===== src/rtl/edo_pkg.sv =====
package edo_pkg;

    typedef enum logic [3:0] {
        ST_IDLE, ST_ROW, ST_RCD, ST_COL, ST_CAS,
        ST_CPH, ST_OPEN, ST_PRE, ST_RF_CAS, ST_RF_RAS
    } edo_st_e;

    function automatic int cdiv(input int ns, input int clk_ns);
        return (ns + clk_ns - 1) / clk_ns;
    endfunction

    function automatic int imax(input int a, input int b);
        return (a > b) ? a : b;
    endfunction

endpackage


===== src/rtl/edo_addr_split.sv =====
module edo_addr_split #(
    parameter int ADDR_W   = 20,
    parameter int ROW_BITS = 10,
    parameter int COL_BITS = ADDR_W - ROW_BITS,
    parameter int BUS_W    = (ROW_BITS > COL_BITS) ? ROW_BITS : COL_BITS
) (
    input  logic [ADDR_W-1:0]   addr,
    output logic [ROW_BITS-1:0] row_f,
    output logic [BUS_W-1:0]    row_bus,
    output logic [BUS_W-1:0]    col_bus
);
    logic [COL_BITS-1:0] col_f;

    assign row_f = addr[ADDR_W-1 -: ROW_BITS];
    assign col_f = addr[COL_BITS-1:0];

    generate
        if (ROW_BITS == BUS_W) begin : g_row_full
            assign row_bus = row_f;
        end else begin : g_row_pad
            assign row_bus = {{(BUS_W-ROW_BITS){1'b0}}, row_f};
        end
        if (COL_BITS == BUS_W) begin : g_col_full
            assign col_bus = col_f;
        end else begin : g_col_pad
            assign col_bus = {{(BUS_W-COL_BITS){1'b0}}, col_f};
        end
    endgenerate
endmodule


===== src/rtl/edo_ras_timer.sv =====
module edo_ras_timer #(
    parameter int CW = 8
) (
    input  logic          clk,
    input  logic          rst_n,
    input  logic          ras_n,
    output logic [CW-1:0] low_cnt,
    output logic [CW-1:0] hi_cnt
);
    localparam logic [CW-1:0] SAT = '1;

    logic [CW-1:0] low_d, low_q, hi_d, hi_q;

    always_comb begin
        low_d = '0;
        hi_d  = '0;
        if (ras_n) begin
            hi_d = (hi_q == SAT) ? hi_q : hi_q + 1'b1;
        end else begin
            low_d = (low_q == SAT) ? low_q : low_q + 1'b1;
        end
    end

    always_ff @(posedge clk or negedge rst_n) begin
        if (!rst_n) begin
            low_q <= '0;
            hi_q  <= SAT;
        end else begin
            low_q <= low_d;
            hi_q  <= hi_d;
        end
    end

    assign low_cnt = low_q;
    assign hi_cnt  = hi_q;
endmodule


===== src/rtl/edo_page_ctrl.sv =====
module edo_page_ctrl
    import edo_pkg::*;
#(
    parameter int ADDR_W     = 20,
    parameter int ROW_BITS   = 10,
    parameter int CLK_NS     = 10,
    parameter int MAX_RAS_NS = 100000,
    parameter int T_RC_NS    = 110,
    parameter int T_RAS_NS   = 60,
    parameter int T_RP_NS    = 40,
    parameter int T_PC_NS    = 25,
    parameter int T_CAS_NS   = 10,
    parameter int T_CP_NS    = 10,
    parameter int T_RCD_NS   = 15,
    parameter int T_CAC_NS   = 15,
    parameter int T_AA_NS    = 30,
    parameter int T_RAC_NS   = 60
) (
    input  logic                clk,
    input  logic                rst_n,
    input  logic                req_valid,
    output logic                req_ready,
    input  logic [ADDR_W-1:0]   req_addr,
    input  logic                req_wr,
    input  logic [15:0]         req_wdata,
    input  logic [1:0]          req_mask,
    output logic [15:0]         rd_data,
    output logic                rd_valid,
    input  logic                ref_req,
    output logic                ref_ack,
    output logic                dram_ras_n,
    output logic                dram_cas_l_n,
    output logic                dram_cas_u_n,
    output logic                dram_we_n,
    output logic                dram_oe_n,
    output logic [((ROW_BITS > ADDR_W-ROW_BITS) ? ROW_BITS : ADDR_W-ROW_BITS)-1:0] dram_addr,
    output logic [15:0]         dram_dq_out,
    output logic                dram_dq_oe,
    input  logic [15:0]         dram_dq_in
);
    localparam int COL_BITS = ADDR_W - ROW_BITS;
    localparam int BUS_W    = imax(ROW_BITS, COL_BITS);
    localparam int C_RCD    = imax(2, cdiv(T_RCD_NS, CLK_NS));
    localparam int C_CAS    = imax(1, cdiv(T_CAS_NS, CLK_NS));
    localparam int C_CPH    = imax(imax(1, cdiv(T_CP_NS, CLK_NS)),
                              imax(cdiv(T_CAC_NS, CLK_NS) - C_CAS,
                              imax(cdiv(T_AA_NS, CLK_NS) - 1 - C_CAS,
                                   cdiv(T_PC_NS, CLK_NS) - 1 - C_CAS)));
    localparam int C_RAS    = imax(1, cdiv(T_RAS_NS, CLK_NS));
    localparam int C_RP     = imax(cdiv(T_RP_NS, CLK_NS), cdiv(T_RC_NS, CLK_NS) - C_RAS - 1);
    localparam int C_RAC    = cdiv(T_RAC_NS, CLK_NS);
    localparam int C_PAGE   = 1 + C_CAS + C_CPH;
    localparam int C_MAX    = MAX_RAS_NS / CLK_NS;
    localparam int C_LIM    = C_MAX - C_PAGE - 2;
    localparam int CNT_W    = $clog2(imax(imax(C_RCD, C_CPH), imax(C_RAS, C_RP)) + 1) + 1;
    localparam int RC_W     = $clog2(C_MAX + 2) + 1;

    typedef struct packed {
        edo_st_e             st;
        logic [CNT_W-1:0]    cnt;
        logic                ras_n;
        logic [1:0]          cas_n;   // bit 0 lower lane, bit 1 upper lane
        logic                we_n;
        logic                oe_n;
        logic [BUS_W-1:0]    addr;
        logic [15:0]         dq;
        logic                dq_oe;
        logic [ROW_BITS-1:0] row;
        logic [BUS_W-1:0]    col;
        logic                is_wr;
        logic [1:0]          mask;
        logic [15:0]         rdat;
        logic                rvld;
        logic                rack;
    } regs_t;

    regs_t r_d, r_q;

    logic [ROW_BITS-1:0] row_f;
    logic [BUS_W-1:0]    row_bus, col_bus;
    logic [RC_W-1:0]     low_cnt, hi_cnt;
    logic                hit, can_close, must_close, rac_ok, accept;

    edo_addr_split #(.ADDR_W(ADDR_W), .ROW_BITS(ROW_BITS)) u_split (
        .addr(req_addr), .row_f(row_f), .row_bus(row_bus), .col_bus(col_bus)
    );

    edo_ras_timer #(.CW(RC_W)) u_timer (
        .clk(clk), .rst_n(rst_n), .ras_n(r_q.ras_n),
        .low_cnt(low_cnt), .hi_cnt(hi_cnt)
    );

    assign hit        = (row_f == r_q.row);
    assign can_close  = (low_cnt >= RC_W'(C_RAS - 1));
    assign must_close = (low_cnt >= RC_W'(C_LIM));
    assign rac_ok     = (low_cnt >= RC_W'(C_RAC - 1));

    always_comb begin
        case (r_q.st)
            ST_IDLE: req_ready = !ref_req;
            ST_OPEN: req_ready = hit && !ref_req && !must_close;
            default: req_ready = 1'b0;
        endcase
    end
    assign accept = req_valid && req_ready;

    always_comb begin
        r_d      = r_q;
        r_d.rvld = 1'b0;
        r_d.rack = 1'b0;
        if (accept) begin
            r_d.row   = row_f;
            r_d.col   = col_bus;
            r_d.is_wr = req_wr;
            r_d.mask  = req_mask;
            r_d.dq    = req_wdata;
            r_d.dq_oe = req_wr;
            r_d.we_n  = !req_wr;
        end
        case (r_q.st)
            ST_IDLE: begin
                if (ref_req) begin
                    r_d.cas_n = 2'b00;
                    r_d.rack  = 1'b1;
                    r_d.st    = ST_RF_CAS;
                end else if (req_valid) begin
                    r_d.addr = row_bus;
                    r_d.st   = ST_ROW;
                end
            end
            ST_ROW: begin
                r_d.ras_n = 1'b0;
                r_d.cnt   = CNT_W'(C_RCD - 1);
                r_d.st    = ST_RCD;
            end
            ST_RCD: begin
                r_d.addr = r_q.col;
                if (r_q.cnt == '0) begin
                    r_d.cas_n = r_q.is_wr ? ~r_q.mask : 2'b00;
                    r_d.oe_n  = r_q.is_wr;
                    r_d.cnt   = CNT_W'(C_CAS - 1);
                    r_d.st    = ST_CAS;
                end else begin
                    r_d.cnt = r_q.cnt - 1'b1;
                end
            end
            ST_COL: begin
                r_d.cas_n = r_q.is_wr ? ~r_q.mask : 2'b00;
                r_d.oe_n  = r_q.is_wr;
                r_d.cnt   = CNT_W'(C_CAS - 1);
                r_d.st    = ST_CAS;
            end
            ST_CAS: begin
                if (r_q.cnt == '0) begin
                    r_d.cas_n = 2'b11;
                    r_d.we_n  = 1'b1;
                    r_d.dq_oe = 1'b0;
                    r_d.cnt   = CNT_W'(C_CPH - 1);
                    r_d.st    = ST_CPH;
                end else begin
                    r_d.cnt = r_q.cnt - 1'b1;
                end
            end
            ST_CPH: begin
                if (r_q.cnt != '0) begin
                    r_d.cnt = r_q.cnt - 1'b1;
                end else if (r_q.is_wr) begin
                    r_d.st = ST_OPEN;
                end else if (rac_ok) begin
                    r_d.rdat = dram_dq_in;
                    r_d.rvld = 1'b1;
                    r_d.oe_n = 1'b1;
                    r_d.st   = ST_OPEN;
                end
            end
            ST_OPEN: begin
                if (accept) begin
                    r_d.addr = col_bus;
                    r_d.st   = ST_COL;
                end else if (can_close && (must_close || ref_req || (req_valid && !hit))) begin
                    r_d.ras_n = 1'b1;
                    r_d.cnt   = CNT_W'(C_RP - 1);
                    r_d.st    = ST_PRE;
                end
            end
            ST_PRE: begin
                if (r_q.cnt == '0) r_d.st = ST_IDLE;
                else               r_d.cnt = r_q.cnt - 1'b1;
            end
            ST_RF_CAS: begin
                r_d.ras_n = 1'b0;
                r_d.cnt   = CNT_W'(C_RAS - 1);
                r_d.st    = ST_RF_RAS;
            end
            ST_RF_RAS: begin
                if (r_q.cnt == '0) begin
                    r_d.ras_n = 1'b1;
                    r_d.cas_n = 2'b11;
                    r_d.cnt   = CNT_W'(C_RP - 1);
                    r_d.st    = ST_PRE;
                end else begin
                    r_d.cnt = r_q.cnt - 1'b1;
                end
            end
            default: r_d.st = ST_IDLE;
        endcase
    end

    always_ff @(posedge clk or negedge rst_n) begin
        if (!rst_n) begin
            r_q       <= '0;
            r_q.st    <= ST_IDLE;
            r_q.ras_n <= 1'b1;
            r_q.cas_n <= 2'b11;
            r_q.we_n  <= 1'b1;
            r_q.oe_n  <= 1'b1;
        end else begin
            r_q <= r_d;
        end
    end

    assign rd_data      = r_q.rdat;
    assign rd_valid     = r_q.rvld;
    assign ref_ack      = r_q.rack;
    assign dram_ras_n   = r_q.ras_n;
    assign dram_cas_l_n = r_q.cas_n[0];
    assign dram_cas_u_n = r_q.cas_n[1];
    assign dram_we_n    = r_q.we_n;
    assign dram_oe_n    = r_q.oe_n;
    assign dram_addr    = r_q.addr;
    assign dram_dq_out  = r_q.dq;
    assign dram_dq_oe   = r_q.dq_oe;

    AST_BUS_TURN: assert property (@(posedge clk) disable iff (!rst_n)
        dram_dq_oe |-> dram_oe_n);
    AST_OE_AFTER_RELEASE: assert property (@(posedge clk) disable iff (!rst_n)
        $fell(dram_oe_n) |-> !$past(dram_dq_oe));
    AST_EARLY_WE: assert property (@(posedge clk) disable iff (!rst_n)
        (($fell(dram_cas_l_n) || $fell(dram_cas_u_n)) && !dram_we_n) |-> $past(!dram_we_n));
    AST_RAS_LIMIT: assert property (@(posedge clk) disable iff (!rst_n)
        !dram_ras_n |-> (low_cnt < RC_W'(C_MAX)));
    AST_RP_MET: assert property (@(posedge clk) disable iff (!rst_n)
        $fell(dram_ras_n) |-> (hi_cnt >= RC_W'(C_RP)));
    AST_REF_ROW_CLOSED: assert property (@(posedge clk) disable iff (!rst_n)
        ref_ack |-> (dram_ras_n && !dram_cas_l_n && !dram_cas_u_n));
    AST_RDV_PULSE: assert property (@(posedge clk) disable iff (!rst_n)
        rd_valid |=> !rd_valid);
endmodule


===== config.mk =====
export PLATFORM = sky130hd
export DESIGN_NAME = edo_page_ctrl
export DESIGN_NICKNAME = d
export VERILOG_FILES = /design/src/rtl/edo_pkg.sv /design/src/rtl/edo_addr_split.sv /design/src/rtl/edo_ras_timer.sv /design/src/rtl/edo_page_ctrl.sv
export SDC_FILE = /design/constraint.sdc
export NUM_CORES = 1
export LEC_CHECK = 0
export ABC_AREA = 1
export BUFFER_PORTS_ARGS = -buffer_cell sky130_fd_sc_hd__buf_2
export CAP_MARGIN = 10
export CORE_ASPECT_RATIO = 0.8
export CORE_MARGIN = 2
export CORE_UTILIZATION = 30
export CTS_BUF_LIST = sky130_fd_sc_hd__clkbuf_8
export CTS_CLUSTER_DIAMETER = 60
export CTS_CLUSTER_SIZE = 28
export DETAILED_ROUTE_END_ITERATION = 10
export MAX_ROUTING_LAYER = met4
export PLACE_DENSITY_LB_ADDON = 0.3
export RECOVER_POWER = 25
export SYNTH_ARGS = -nofsm -noshare
export SYNTH_HDL_FRONTEND = slang
export SYNTH_SLANG_ARGS = --single-unit

===== constraint.sdc =====
create_clock -name clk -period 4.9 [get_ports clk]
set_clock_uncertainty 0.2 [all_clocks]
set_input_delay 0.245 -clock clk [delete_from_list [all_inputs] [get_ports clk]]
set_output_delay 0.245 -clock clk [all_outputs]
set_load 0.005 [all_outputs]

### Yosys cells after proc, flatten, opt, wreduce, memory -nomap -nowiden

Index checks and enable logic that the tools add are counted.
W data, S select, Z words.

| cells by class | value |
|---|---|
| add/subtract/negate cells | 2 |
| order comparisons | 2 |
| equal/unequal tests | 30 |
| mux-type cells | 48 |
| bitwise logic cells | 3 |
| reduce and logical (&&, ||, !) cells | 28 |

Operators by type and width:

| operator | count |
|---|---|
| $mux W4 | 14 |
| $pmux W4 S10 | 1 |
| $ne A2 B2 Y1 const B | 16 |
| $pmux W4 S8 | 1 |
| $mux W10 | 3 |
| $mux W15 | 2 |
| $pmux W10 S3 | 1 |
| $mux W24 | 1 |
| $eq A4 B3 Y1 const B | 4 |
| $add A15 B1 Y15 const B | 1 |
| $eq A15 B15 Y1 const B | 1 |
| $ge A15 B14 Y1 const B | 1 |
| $ge A15 B3 Y1 const B | 1 |
| $reduce_and A5 Y1 | 3 |
| $mux W1 | 14 |
| $reduce_and A4 Y1 | 3 |
| $eq A10 B10 Y1 | 1 |
| $pmux W2 S5 | 1 |
| $mux W9 | 1 |
| $ne A3 B3 Y1 const B | 3 |
| $reduce_bool A3 Y1 | 3 |
| $eq A4 B2 Y1 const B | 2 |
| $eq A4 B4 Y1 const B | 2 |
| $logic_not A4 Y1 | 2 |
| other kinds (17) | 31 |

| storage, ports and cells | value |
|---|---|
| bits in registers | 96 |
| input port bits | 59 |
| output and inout bits | 51 |

### Longest topological paths before layout

| logic depth | value |
|---|---|
| depth after elaboration | 8 |
| gate-level depth with buffers | 16 |

### By module

Synthesis repeated with hierarchy kept, for this count alone.

| unflattened totals | value |
|---|---|
| cells, all modules | 845 |
| area total of the unflattened synthesis | 6,336.1 µm² |

By module, submodules not included:

| module | instances | cells an instance | area an instance (µm²) | sequential area each (µm²) |
|---|---|---|---|---|
| edo_page_ctrl | 1 | 576 | 4,322.9 | 2,033.2 |
| edo_ras_timer | 1 | 239 | 1,788.0 | 769.5 |
| edo_addr_split | 1 | 30 | 225.2 | 0.0 |

### Worst setup path before layout

Ideal clock, no wire load.

| path | value |
|---|---|
| path kind | register to register |
| start | register u_timer.low_q[0], in the netlist u_timer.low_cnt[0] |
| end | register r_q, in the netlist dram_addr[0] |
| library setup time | 0.128 ns |
| arrival | 1.630 ns |
| slack | 2.942 ns |
| cell stages (with the launch flop) | 17 |
| buffers on the path | 1 |
| path through | dfrtp_1 > ha_1 > nand2_1 > inv_1 > nand2_1 > nor2_1 > nand2_1 > nand3_1 > nor2_1 > nand2_1 > nand2_2 > nand2_4 > nand2_2 > nand2_2 > buf_6 > nand2_1 > o21ai_2 |

| between the ends | value |
|---|---|
| longest elaborated chain between the ends | 7 |

RTL lines:

| item | line | text |
|---|---|---|
| from (decl) | edo_ras_timer.sv:12 | `logic [CW-1:0] low_d, low_q, hi_d, hi_q;` |
| from (signal assigned) | edo_ras_timer.sv:29 | `low_q <= low_d;` |
| $ge A15 B14 Y1 | edo_page_ctrl.sv:95 | `assign must_close = (low_cnt >= RC_W'(C_LIM));` |
| $logic_not A1 Y1 | edo_page_ctrl.sv:101 | `ST_OPEN: req_ready = hit && !ref_req && !must_close;` |
| $logic_and A1 B1 Y1 | edo_page_ctrl.sv:101 |  |
| $pmux W1 S2 | edo_page_ctrl.sv:99 | `case (r_q.st)` |
| named net req_ready | edo_page_ctrl.sv:22 | `output logic req_ready,` |
| $logic_and A1 B1 Y1 | edo_page_ctrl.sv:105 | `assign accept = req_valid && req_ready;` |
| $ne A2 B2 Y1 (no source line) | n/a |  |
| $reduce_and A4 Y1 (no source line) | n/a |  |
| to (signal assigned) | edo_page_ctrl.sv:218 | `r_q <= r_d;` |
| to (decl) | edo_page_ctrl.sv:77 | `regs_t r_d, r_q;` |

The timed path passes the listed nets, and every way through them passes these cells.
A chain may end at the register's enable or synchronous reset.

==> impl_metrics.tcl <==
set metrics [dict create \
    synth.top_cell.area_share 0.4494 \
    io_pins 110 \
    peakVddDrop_uv 157.6 \
    cts_made_buffers 9 \
    synth_flop_cell "dfrtp_1" \
    period_share 0.6439 \
    critPathKind "input pin to async pin" \
    leakage_nw 3.128 \
    grt_overflow 0 \
    die_h_um 120.2 \
    seq_area_frac_synth 0.4753 \
    fin_util 0.3761 \
    path_max_fanout 51 \
    path_clk_slew_ns 0.09 \
    antenna_found_initial 0 \
    final_layout_size_suffix_gt1_frac 0.2039 \
    drc 0 \
    hold_viol_final 0 \
    rr_startpoint "r_q[79]$_DFFE_PN0P_" \
    ys_types 42 \
    antenna_cells 0 \
    synth_top_area_cell "dfrtp_1" \
    final_area_um2 6226 \
    rows 42 \
    setup_violations 0 \
    grt_max_degree 63 \
    netlist_instances 649 \
    r2r_setup_slack_ns 2.19 \
    arrival_ns 3.42 \
    hold_slack_ns 0.2497 \
    synth_area_leaders "dfrtp_1, nand2_1, buf_4" \
    hold_start "req_valid" \
    hold_depth 5 \
    core_um2 16550 \
    end_kind "async pin" \
    via_per_inst 4.337 \
    violations "capacitance limit, slew limit" \
    drt_iter0_markers 248 \
    synthTopCellsByCount "nand2_1, dfrtp_1, inv_1, nor2_1, buf_4" \
    finalMaxSlewViolations 47 \
    cts_resized 0 \
    post_cts_buffers 0 \
    maxSlewHeadroom -0.7135 \
    reg2regPathDepth 12 \
    register_area_um2 2409 \
    tightest_slew_ns 2.570 \
    path_buf_inv 3 \
    drt_pass1_iterations 5 \
    synth.most_common_cell "nand2_1" \
    max-cap-violations 1 \
    grt_pass1_wl_um 20190 \
    grt_pass1_vias 3993 \
    startpoint "rst_n" \
    syn_to_final_growth_pct 22.86 \
    synthesis.yosys.warnings 0 \
    multi_input_area_um2 1967 \
    rsz0062_at_grt "no" \
    h-tree-depth 3 \
    required_ns 5.16 \
    min_period_ns 3.155 \
    numClockSinks 96 \
    root_buffer "clkbuf_8" \
    portBuffers 109 \
    globalplace.congestion 0.9204 \
    avgSynthCellArea_um2 7.808 \
    clock_path_buffers 2 \
    max_stage_delay_ns 1.82 \
    fin_nets 832 \
    setup_tns_ns 0 \
    hold_class "input pin to flop" \
    grtUsageTotal 0.1459 \
    fillers 1774 \
    vias 4315 \
    holdPathEnd "r_q[78]$_DFFE_PN0P_" \
    synth_nets 711 \
    wire_per_inst_um 12.41 \
    post_dp_cell_area_um2 5487 \
    wl_um 12350 \
    synth-seq-cells 96 \
    final_antenna_net_count 0 \
    crit_chain "dlygate4sd3_1 > clkbuf_1 > buf_4" \
    powerDensity_nw_per_um2 463.8 \
    fp.dieW_um 149.3 \
    clock_latency_ns 0.38 \
    detailed_place_hpwl_um 8547 \
    synth_edf_count 0 \
    die_area_um2 17950 \
    synthArstFlopShare 1.000 \
    syn_area_um2 5067 \
    cts_tree "built" \
    start_util 0.3061 \
    start_kind "input pin" \
    slowest_stage "clkbuf_1" \
    power_w 0.002888 \
    cp_top_family "buffers and inverters" \
    status "finished, violations left" \
    timing.fmax_mhz 317.0 \
    reg2reg_to "dram_we_n$_DFF_PN1_" \
]
layer usage:
| metal | global-route usage | vias up | routed length (um) |
|---|---|---|---|
| met5 | - | - | 0 |
| met4 | 0.04107 | 0 | 151 |
| met3 | 0.02943 | 14 | 561 |
| met2 | 0.2163 | 101 | 5255 |
| met1 | 0.2036 | 1946 | 6381 |
| li1 | - | 2254 | - |
worst max path at each step:
stage,cells past startpoint,slack (ns),to
2_1_floorplan,16,2.94,dram_addr[0]$_DFFE_PN0P_
3_3_place_gp,12,2.24,dram_we_n$_DFF_PN1_
3_5_place_dp,15,2.17,dram_addr[9]$_DFFE_PN0P_
4_1_cts,15,2.13,dram_addr[1]$_DFFE_PN0P_
5_1_grt,3,1.08,r_q[26]$_DFFE_PN0P_
6_report,3,1.74,r_q[26]$_DFFE_PN0P_
cells in the final DEF (no fill, tap or decap), types with 10 or more instances in the layout:
cell type      count
a21oi_1           13
clkbuf_8          10
inv_1             65
o21ai_0           39
dlygate4sd3_1     57
nand3_1           15
a221oi_1          10
nor2_1            53
buf_2            103
o21ai_2           10
nand2_1          223
nor3_1            10
dfrtp_1           91
registers in the layout, indices dropped and copies added (netlist names):
signal           cells
dram_ras_n           1
u_timer.low_cnt     15
ref_ack              1
rd_valid             1
dram_addr           10
dram_we_n            1
dram_cas_l_n         1
dram_oe_n            1
dram_cas_u_n         1
r_q                 31
dram_dq_out         16
dram_dq_oe           1
rd_data             16
cell type report:
cell class	count	area share
clock inverter	6	0.007034
timing repair buffer	168	0.1805
sequential	96	0.3869
inverter	72	0.04341
clock buffer	10	0.02211
tap	220	0.04421
multi-input combinational	423	0.3159
worst reg2reg max path, stage by stage, from the launching register on:
cell	delay (ns)
dfrtp_1	0.43
nor2_1	0.18
inv_1	0.09
nor2_2	0.09
inv_2	0.05
nor2_1	0.23
inv_1	0.12
nand2_2	0.11
nand2_4	0.33
inv_2	0.47
nand2_1	0.16
o21ai_1	0.11
nand2_1	0.06
cell families (layout without fill, tap and decap cells):
kind of cell | Yosys count | after routing | share of synthesized area
adder cells (fa/ha/maj) | 3 | 3 | 0.007408
AND/OR/NAND/NOR | 325 | 325 | 0.2627
buffers and inverters | 130 | 256 | 0.1360
flip-flops | 96 | 96 | 0.4753
AO/OA/AOI/OAI | 93 | 93 | 0.1151
XOR/XNOR | 2 | 2 | 0.003457
power by group:
part           internal, W  total [W]  switching, W
sequential         0.00108    0.00125      0.000175
clock             0.000200   0.000496      0.000296
combinational     0.000462    0.00114      0.000676
per-stage QoR:
stage               std cells  worst slack [ns]
global placement          922             2.243
floorplan                 649             2.942
finish                    995             1.745
detailed placement        922             2.167
global route              995             1.077
CTS                       995             2.133
repair_timing:
item / in CTS / in global routing
endpoints found under the hold margin: 103 / 0
endpoints found under the setup margin: 0 / 0
hold buffers: 57 / 0
Note: power is estimated with default switching activity, not from simulation.
